--- config.mk ---
export PLATFORM = sky130hd
export DESIGN_NAME = mcu_bus_glue
export DESIGN_NICKNAME = d
export VERILOG_FILES = /design/src/rtl/mcu_bus_glue_pkg.sv /design/src/rtl/space_decoder.sv /design/src/rtl/port_splitter.sv /design/src/rtl/conv_link.sv /design/src/rtl/mcu_bus_glue.sv
export SDC_FILE = /design/constraint.sdc
export NUM_CORES = 1
export LEC_CHECK = 0
export ABC_AREA = 0
export BUFFER_PORTS_ARGS = -buffer_cell sky130_fd_sc_hd__buf_2
export CAP_MARGIN = 10
export CORE_AREA = 2 2 39 41
export CTS_BUF_LIST = sky130_fd_sc_hd__clkbuf_8
export DETAILED_ROUTE_END_ITERATION = 10
export DIE_AREA = 0 0 41 43
export PLACE_DENSITY = 0.79
export SLEW_MARGIN = 0
export SYNTH_ARGS = -nofsm -noshare
export SYNTH_HDL_FRONTEND = slang
export SYNTH_HIERARCHICAL = 1
export SYNTH_SLANG_ARGS = --single-unit
--- constraint.sdc ---
create_clock -name clk -period 3.1 [get_ports clk]
set_input_delay 0.31 -clock clk [delete_from_list [all_inputs] [get_ports clk]]
set_output_delay 0.31 -clock clk [all_outputs]
set_load 0.05 [all_outputs]
--- src/rtl/mcu_bus_glue_pkg.sv ---
package mcu_bus_glue_pkg;
    localparam int ADDR_W     = 16;
    localparam int PAGE_W     = 8;
    localparam int START_CLKS = 4;
    localparam int SYNC_DEPTH = 2;
    localparam logic [PAGE_W-1:0] IO_PAGE = '1;

    typedef struct packed {
        logic psen;
        logic rd;
        logic wr;
    } strobe_t;

    typedef struct packed {
        logic rom;
        logic ram;
        logic io_rd;
        logic io_wr;
    } sel_t;

    typedef struct packed {
        logic in0;
        logic in1;
        logic out0;
        logic out1;
    } port_t;

    function automatic logic in_io_page(input logic [ADDR_W-1:0] a);
        return a[ADDR_W-1 -: PAGE_W] == IO_PAGE;
    endfunction
endpackage

--- src/rtl/space_decoder.sv ---
module space_decoder
    import mcu_bus_glue_pkg::*;
(
    input  logic [ADDR_W-1:0] addr,
    input  strobe_t           act,
    output sel_t              sel
);
    logic io_hit;
    logic upper_half;

    always_comb begin
        io_hit     = in_io_page(addr);
        upper_half = addr[ADDR_W-1];
        sel.rom    = !upper_half && (act.psen || act.rd);
        sel.ram    = upper_half && !io_hit && (act.psen || act.rd || act.wr);
        sel.io_rd  = io_hit && act.rd;
        sel.io_wr  = io_hit && act.wr;
    end
endmodule

--- src/rtl/port_splitter.sv ---
module port_splitter
    import mcu_bus_glue_pkg::*;
(
    input  logic  port_bit,
    input  sel_t  sel,
    output port_t ports
);
    always_comb begin
        ports.in0  = sel.io_rd && !port_bit;
        ports.in1  = sel.io_rd &&  port_bit;
        ports.out0 = sel.io_wr && !port_bit;
        ports.out1 = sel.io_wr &&  port_bit;
    end
endmodule

--- src/rtl/conv_link.sv ---
module conv_link
    import mcu_bus_glue_pkg::*;
#(
    parameter int PULSE_CLKS = START_CLKS,
    parameter int SYNC_N     = SYNC_DEPTH
) (
    input  logic clk,
    input  logic rst,
    input  logic start_req,
    input  logic data_read,
    input  logic done_n,
    output logic start_n,
    output logic ready
);
    localparam int CNT_W = $clog2(PULSE_CLKS + 1);

    logic             req_q;
    logic             start_edge;
    logic [CNT_W-1:0] pulse_cnt;
    logic [SYNC_N-1:0] sync_q;
    logic             done_prev;
    logic             done_fall;

    assign start_edge = start_req && !req_q;
    assign done_fall  = done_prev && !sync_q[SYNC_N-1];
    assign start_n    = (pulse_cnt == '0);

    always_ff @(posedge clk) begin
        if (rst) begin
            req_q     <= 1'b0;
            pulse_cnt <= '0;
        end else begin
            req_q <= start_req;
            if (start_edge)
                pulse_cnt <= CNT_W'(PULSE_CLKS);
            else if (pulse_cnt != '0)
                pulse_cnt <= pulse_cnt - 1'b1;
        end
    end

    genvar g;
    generate
        for (g = 0; g < SYNC_N; g++) begin : g_sync
            always_ff @(posedge clk) begin
                if (rst)
                    sync_q[g] <= 1'b1;
                else if (g == 0)
                    sync_q[g] <= done_n;
                else
                    sync_q[g] <= sync_q[(g == 0) ? 0 : g-1];
            end
        end
    endgenerate

    always_ff @(posedge clk) begin
        if (rst) begin
            done_prev <= 1'b1;
            ready     <= 1'b0;
        end else begin
            done_prev <= sync_q[SYNC_N-1];
            if (done_fall)
                ready <= 1'b1;
            else if (data_read || start_edge)
                ready <= 1'b0;
        end
    end
endmodule

--- src/rtl/mcu_bus_glue.sv ---
module mcu_bus_glue
    import mcu_bus_glue_pkg::*;
(
    input  logic              clk,
    input  logic              rst,
    input  logic [ADDR_W-1:0] addr,
    input  logic              psen_n,
    input  logic              rd_n,
    input  logic              wr_n,
    input  logic              conv_done_n,
    output logic              rom_sel_n,
    output logic              ram_sel_n,
    output logic              io_rd_n,
    output logic              io_wr_n,
    output logic              pin0_n,
    output logic              pin1_n,
    output logic              pout0_n,
    output logic              pout1_n,
    output logic              conv_oe_n,
    output logic              conv_start_n,
    output logic              sample_ready,
    output logic [7:0]        port1_data
);
    strobe_t act;
    sel_t    sel;
    port_t   ports;

    assign act = '{psen: !psen_n, rd: !rd_n, wr: !wr_n};

    space_decoder u_dec (.addr(addr), .act(act), .sel(sel));

    port_splitter u_split (.port_bit(addr[0]), .sel(sel), .ports(ports));

    conv_link #(.PULSE_CLKS(START_CLKS), .SYNC_N(SYNC_DEPTH)) u_conv (
        .clk       (clk),
        .rst       (rst),
        .start_req (ports.out1),
        .data_read (ports.in0),
        .done_n    (conv_done_n),
        .start_n   (conv_start_n),
        .ready     (sample_ready)
    );

    assign rom_sel_n  = !sel.rom;
    assign ram_sel_n  = !sel.ram;
    assign io_rd_n    = !sel.io_rd;
    assign io_wr_n    = !sel.io_wr;
    assign pin0_n     = !ports.in0;
    assign pin1_n     = !ports.in1;
    assign pout0_n    = !ports.out0;
    assign pout1_n    = !ports.out1;
    assign conv_oe_n  = !ports.in0;
    assign port1_data = {6'b0, sample_ready, 1'b0};
endmodule

==> run metrics, run 1 <==
status finished clean; I/O Buffers 26; post-synth top area share 31.53%; post-CTS setup buffer count 0; CTS tree done; met2 Use GR 20.00%; WS Path Type reg2out; Finish-stage setup viols 0; DR iter-0 viols 2; core area 1384 sq um; met3 usage 3.141%; Seq/Total Area, Yosys 31.53%; ANT nets after route 0; Critical Path Source Type flop; Power Density 618.9 nW/um^2; footprint of the multi-input gates 239.0 sq um; Antenna diodes 0; # H-tree levels 1; warning count from the yosys run 6; Mean Syn Cell Area 7.582 sq um; DP Wirelength 773 um; met1 Resource Use GR 12.30%; highest net fanout along the worst path 5; Synth top cells by count 17 x inv_1, 9 x buf_4, 8 x dfxtp_1; Yosys top cell by area dfxtp_1; DIE AREA 1763 sq um; largest net degree at the start of global routing 9; Peak Freq 0.6134 GHz; root buffer cell clkbuf_8; crit path DAT 1320 ps; Netlist cell types 19; most common cell in the synthesized netlist inv_1; GRT busiest layer met2; Clock Latency Late Sink 230 ps; Peak VDD IR 0.0002413 V; DR vias/cell 4.156; num ports 41; Final #Nets 120; Final Skew 1.601 ps; Worst setup EP type primary output; deepest clock path buffer count 2; mean routed wirelength per cell 8.156 um; RSZ-0062 raised after global routing no; drt pass-1 iters 2; first-pass GRT wire length 1.435 mm; vias in the first global route 396; Clock Sinks 8; Synth area leaders dfxtp_1 32%, buf_4 13%, inv_1 13%; Design Power 405.0 uW; placed cell count 106; row count 14; final hold violations 0; total number of vias 453; Die H 43 um; initial antenna violation count 0; layout cells sized above 1 34.41%; fill count 151; area delta synth->final 28.82%; max-cap viol count 0; Post-Syn Area 508.0 sq um; DRC violations left 0; fin crit share 52.59%; Hold-fix buffers, CTS 0; CTS resizes 0; Worst EP required 2790 ps; Tmin final 1630 ps; ys async rst share 0%; Hold Crit Class in2reg; Final Slew Violations 0; clk slew on worst S/H paths 40 ps; initial core utilization 36.71%; grt total ovfl 0; cells after synthesis 67; Reg area 160.2 sq um; Post-synth EDFFs 0; Finished Layout Cells 109; gpl congestion 0.6462; Total GRT Usage 12.37%; Seq cells post-synth 8; Lkg Pwr 0.0003292 uW; number of buffers created by CTS 3; Total Neg Setup Slack 0 ps; dominant synthesized flop cell dfxtp_1; Detailed Route WL 889 um; DIE WIDTH 41 um
placed cells by master (no fill, tap or decap), drive strengths merged, types with 3 or more instances in the layout:
cell type   n
inv        17
dfxtp       8
conb        7
clkbuf      3
buf        26
nor3        4
or2         3
nor2        3
ha          3
a21oi       3
nor2b       4
per-stage QoR:
step / hold slack (ps) / area (sq um) / util, % / setup WS, ps
floorplan: 379.1 / 530.5 / - / 1465
global placement: 392.1 / 613.1 / 44.30 / 1475
detailed placement: 392.9 / 613.1 / 44.30 / 1464
CTS: 262.5 / 654.4 / 47.29 / 1462
global route: 259.8 / 654.4 / 47.29 / 1335
finish: 263.5 / 654.4 / 47.29 / 1470
registers in the layout, summed over array words and instances (netlist names):
name / count
u_conv/pulse_cnt: 3
u_conv/sync_q: 2
u_conv/done_prev: 1
u_conv/ready: 1
u_conv/req_q: 1
critical path, stage by stage (launching register included):
cell and delay, ps:
dfxtp_1 310, inv_1 50, ha_1 160, ha_1 270, buf_2 300
final cells by class:
class | count | area share (%)
Sequential cell | 8 | 24.47
Clock buffer | 3 | 6.310
Tap cell | 16 | 3.059
Multi-Input combinational cell | 39 | 36.52
Inverter | 17 | 9.751
Timing Repair Buffer | 26 | 19.89
where the power goes:
group | leakage [uW] | total (uW) | internal (uW) | switching (uW)
combinational | 0.000242 | 159 | 49.3 | 110
sequential | 0.0000656 | 123 | 117 | 6.43
clock | 0.0000216 | 123 | 83.9 | 38.7
total | 0.000329 | 405 | 250 | 155
layer usage:
metal / routed length, um / share of wire (%) / vias to the layer above
met5: 0 / 0 / -
met4: 18 / 2.0 / 0
met3: 110 / 12 / 2
met2: 432 / 49 / 30
met1: 328 / 37 / 182
li1: - / - / 239
cells by family after synthesis:
| kind of cell | synth area share [%] |
|---|---|
| buf+inv | 25.86 |
| simple gates | 24.63 |
| flops | 31.53 |
| compound gates | 6.158 |
| fa+ha+maj | 7.390 |
| other cells | 0.7382 |
| xor+xnor | 1.724 |
| mux | 1.971 |
path summary, 6_finish.rpt:
check,start,end,slack [ps],cells past startpoint
setup / recovery,u_conv/pulse_cnt[0],conv_start_n,1470,4
hold / removal,conv_done_n,u_conv/sync_q[0],260,2
setup reg to reg,u_conv/pulse_cnt[0],u_conv/pulse_cnt[0],1860,5
hold reg to reg,u_conv/sync_q[0],u_conv/sync_q[1],400,1
Note: power is estimated with default switching activity, not from simulation.
==> run 2: changes to the inputs <==
Settings changed: ABC_AREA 0 to 1, CORE_AREA 2 2 39 41 to unset, CORE_UTILIZATION set to 40, DIE_AREA 0 0 41 43 to unset, PLACE_DENSITY 0.79 to 0.81.
Clock period 3.1 ns to 1.7 ns, I/O delays scaled along.
==> run metrics, run 2 <==
max-cap viol count 0; post-CTS setup buffer count 0; Tmin final 1499 ps; most common cell in the synthesized netlist inv_1; fill count 132; clk slew on worst S/H paths 40 ps; commonest non-fill, non-tap cells in the layout 28 x inv_1, 26 x buf_2, 17 x nand2_1, 11 x nor2_1, 8 x dfxtp_1; mean routed wirelength per cell 6.693 um; Mean Syn Cell Area 6.083 sq um; number of buffers created by CTS 3; CTS tree done; crit path DAT 1330 ps; Design Power 790.8 uW; Yosys top cell by area dfxtp_1; Clock Latency Late Sink 220 ps; core area 1171 sq um; root buffer cell clkbuf_8; Post-synth EDFFs 0; ANT nets after route 0; final worst slack 200.6 ps; Detailed Route WL 850 um; Post-Syn Area 529.3 sq um; Critical Path Source Type flop; Synth top cells by count 28 x inv_1, 17 x nand2_1, 11 x nor2_1; Final #Nets 140; Finish-stage setup viols 0; total number of vias 486; initial core utilization 45.19%; deepest clock path buffer count 2; Netlist cell types 12; DR vias/cell 3.827; Final Slew Violations 0; Seq/Total Area, Yosys 30.26%; CTS resizes 0; status finished clean; commonest non-fill, non-tap cell in the layout inv_1; Antenna diodes 0; Clock Sinks 8; grt total ovfl 0; largest registers u_conv/pulse_cnt: 3 flops, u_conv/sync_q: 2 flops; Worst setup EP type primary output; post-synth top area share 30.26%; Hold Crit Class in2reg; largest net degree at the start of global routing 7; DRC violations left 0; Hold-fix buffers, CTS 0; ys async rst share 0%; DP Wirelength 712 um; cells after synthesis 87; I/O Buffers 26; num ports 41; RSZ-0062 raised after global routing no; Worst EP required 1530 ps; DIE AREA 1473 sq um; first-pass GRT wire length 1.455 mm; final hold violations 0; gpl congestion 0.7233; Die H 38.38 um; Total Neg Setup Slack 0 ps; row count 12; max FFs per register 3; # H-tree levels 1; Final Skew 3.622 ps; DIE WIDTH 38.38 um; Synth area leaders dfxtp_1 30%, inv_1 20%, buf_4 13%; Total GRT Usage 14.81%; warning count from the yosys run 6; drt pass-1 iters 4; highest net fanout along the worst path 6; Peak Freq 0.6669 GHz; dominant synthesized flop cell dfxtp_1; Setup WS pre-CTS 418.2 ps; initial antenna violation count 0; Seq cells post-synth 8; Lkg Pwr 0.0003986 uW; Top reg by flops u_conv/pulse_cnt; Power Density 1175 nW/um^2; fin crit share 88.20%; area delta synth->final 27.19%; Peak VDD IR 0.0008115 V; layout cells sized above 1 29.20%; DR iter-0 viols 5; vias in the first global route 385; WS Path Type reg2out
==> run 2: cell count changes after synthesis, sizes merged, moves of 2 or more <==
cell | previous run | this run
nor2b | 4 | 0
nor3 | 4 | 0
inv | 17 | 30
and2 | 2 | 0
nand4 | 2 | 0
nand2b | 2 | 0
nand2 | 0 | 17
nor2 | 3 | 11
==> run 2: layout make-up <==
type / count / area (sq um) / area share [%]
clock buffers: 3 / 41.29 / 6.134
inverters: 30 / 112.6 / 16.73
multi-input cells: 46 / 211.5 / 31.41
flip-flops and latches: 8 / 160.2 / 23.79
well taps: 14 / 17.52 / 2.602
repair buffers: 26 / 130.1 / 19.33
==> run 2: kinds of logic (layout without fill, tap and decap cells) <==
family,count (synthesis),in the layout,synth area share (%)
flip-flops,8,8,30.26
AO/OA/AOI/OAI,4,4,3.781
buffers and inverters,39,59,34.04
adder cells (fa/ha/maj),3,3,7.093
AND/OR/NAND/NOR,32,32,24.11
other,1,7,0.7085
==> run 2: worst max-delay path, cell delays in order (launching register included) <==
cell     delay (ps)
dfxtp_1         300
inv_1            70
ha_1            170
ha_1            260
buf_2           300
==> run 2: worst paths after layout <==
kind	from	end	slack, ps	cells past startpoint
max	u_conv/pulse_cnt[0]	conv_start_n	200	4
min	conv_done_n	u_conv/sync_q[0]	130	2
max reg2reg	u_conv/pulse_cnt[0]	u_conv/pulse_cnt[2]	510	7
min reg2reg	u_conv/sync_q[0]	u_conv/sync_q[1]	410	1
==> run 2: power by group <==
group | internal (uW) | switching (uW)
Clock | 153 | 68.6
Sequential | 217 | 12.1
Combinational | 97.0 | 243
Total | 467 | 324
==> run 2: stage by stage <==
step / instances / hold slack (ps) / cell area (sq um) / utilization (%)
2_1_floorplan: 93 / 241.2 / 551.8 / -
3_3_place_gp: 124 / 354.9 / 631.9 / 53.95
3_5_place_dp: 124 / 356.8 / 631.9 / 53.95
4_1_cts: 127 / 130.6 / 673.1 / 57.48
5_1_grt: 127 / 123.6 / 673.1 / 57.48
6_report: 127 / 131.9 / 673.1 / 57.48
==> run 2: routing by layer <==
layer / vias up / track usage (%) / wire, um
met3: 2 / 7.558 / 58
met4: 0 / 7.759 / 10
li1: 274 / - / -
met2: 18 / 25.00 / 420
met5: - / 0 / 0
met1: 192 / 14.64 / 361
==> run 3: changes to the inputs <==
Settings changed: CORE_AREA set to 2 2 39 41, CORE_UTILIZATION 40 to unset, DIE_AREA set to 0 0 41 43, PLACE_DENSITY 0.81 to 0.8.
Clock period 1.7 ns to 1.85 ns, I/O delays scaled along.
==> run metrics, run 3 (same netlist as run 2, synthesis figures left out) <==
fill count 142; max FFs per register 3; Worst EP required 1660 ps; final hold violations 0; crit path DAT 1360 ps; ANT nets after route 0; highest net fanout along the worst path 6; Final Slew Violations 0; initial core utilization 38.25%; DR vias/cell 3.822; fin area 675.6 sq um; DR iter-0 viols 4; Hold-fix buffers, CTS 0; commonest non-fill, non-tap cells in the layout 28 x inv_1, 26 x buf_2, 17 x nand2_1, 11 x nor2_1, 8 x dfxtp_1; Finished Layout Cells 129; max-cap viol count 0; CTS resizes 0; largest registers u_conv/pulse_cnt: 3 flops, u_conv/sync_q: 2 flops; RSZ-0062 raised after global routing no; area delta synth->final 27.66%; Final Skew 2.492 ps; Hold Crit Class in2reg; layout cells sized above 1 29.20%; Peak Freq 0.6492 GHz; R2R setup slack 630 ps; placed cell count 126; CTS tree done; largest net degree at the start of global routing 7; Reg area 160.2 sq um; DIE WIDTH 41 um; Die H 43 um; Total GRT Usage 12.64%; gpl congestion 0.7334; commonest non-fill, non-tap cell in the layout inv_1; Placed Area 634.4 sq um; post-CTS setup buffer count 0; final worst slack 309.6 ps; Detailed Route WL 894 um; WS Path Type reg2out; Top reg by flops u_conv/pulse_cnt; Critical Path Source Type flop; num ports 41; grt total ovfl 0; core area 1384 sq um; Power Density 1090 nW/um^2; DIE AREA 1763 sq um; Tmin final 1540 ps; first-pass GRT wire length 1.524 mm; Final #Nets 140; I/O Buffers 26; Lkg Pwr 0.0003986 uW; Clock Sinks 8; Design Power 736.3 uW; Worst setup EP type primary output; drt pass-1 iters 2; Clock Latency Late Sink 220 ps; total number of vias 493; deepest clock path buffer count 2; clk slew on worst S/H paths 40 ps; Finish-stage setup viols 0; initial antenna violation count 0; footprint of the multi-input gates 211.5 sq um; DP Wirelength 800.4 um; DRC violations left 0; status finished clean; Antenna diodes 0; mean routed wirelength per cell 6.930 um; Peak VDD IR 0.0008152 V; root buffer cell clkbuf_8; fin crit share 83.27%; # H-tree levels 1; Setup WS pre-CTS 537.6 ps; vias in the first global route 442; Total Neg Setup Slack 0 ps; number of buffers created by CTS 3; row count 14
==> run 3: cell counts in the layout (fill, tap and decap cells not counted) <==
No cell type changed its count.
==> run 3: power breakdown <==
group,internal [uW],switching [uW],total [uW]
clock network,140,58.4,198
registers,200,11.2,211
logic,93.4,233,327
==> run 3: worst paths after layout <==
| path | start | endpoint | cells after the start |
|---|---|---|---|
| setup / recovery | u_conv/pulse_cnt[0] | conv_start_n | 4 |
| hold / removal | conv_done_n | u_conv/sync_q[0] | 2 |
| setup reg to reg | u_conv/pulse_cnt[0] | u_conv/pulse_cnt[2] | 7 |
| hold reg to reg | u_conv/sync_q[0] | u_conv/sync_q[1] | 1 |
==> run 3: area by class of cell <==
cell class / count / share of cell area (%)
repair buffers: 26 / 19.26
well taps: 16 / 2.963
inverters: 30 / 16.67
clock buffers: 3 / 6.111
flip-flops and latches: 8 / 23.70
multi-input cells: 46 / 31.30
==> run 3: stage by stage <==
step	hold WS, ps	util, %
after floorplan	256.2	-
after global placement	366.5	45.84
after detailed placement	370.3	45.84
after CTS	142.5	48.82
after global routing	149.4	48.82
final	147.1	48.82
==> run 3: per-layer routing <==
| layer | up-vias | wire length (um) | track usage (%) | part of all wire (%) |
|---|---|---|---|---|
| met1 | 204 | 356 | 13.16 | 40 |
| met2 | 15 | 478 | 21.88 | 53 |
| met4 | 0 | 0 | 2.000 | 0 |
| met5 | - | 0 | 0 | 0 |
| li1 | 274 | - | - | - |
| met3 | 0 | 59 | 6.283 | 6.6 |
==> run 3: critical path, cell delays in order, from the launching register on <==
cell and delay [ps]:
dfxtp_1 300, inv_1 80, ha_1 180, ha_1 270, buf_2 300
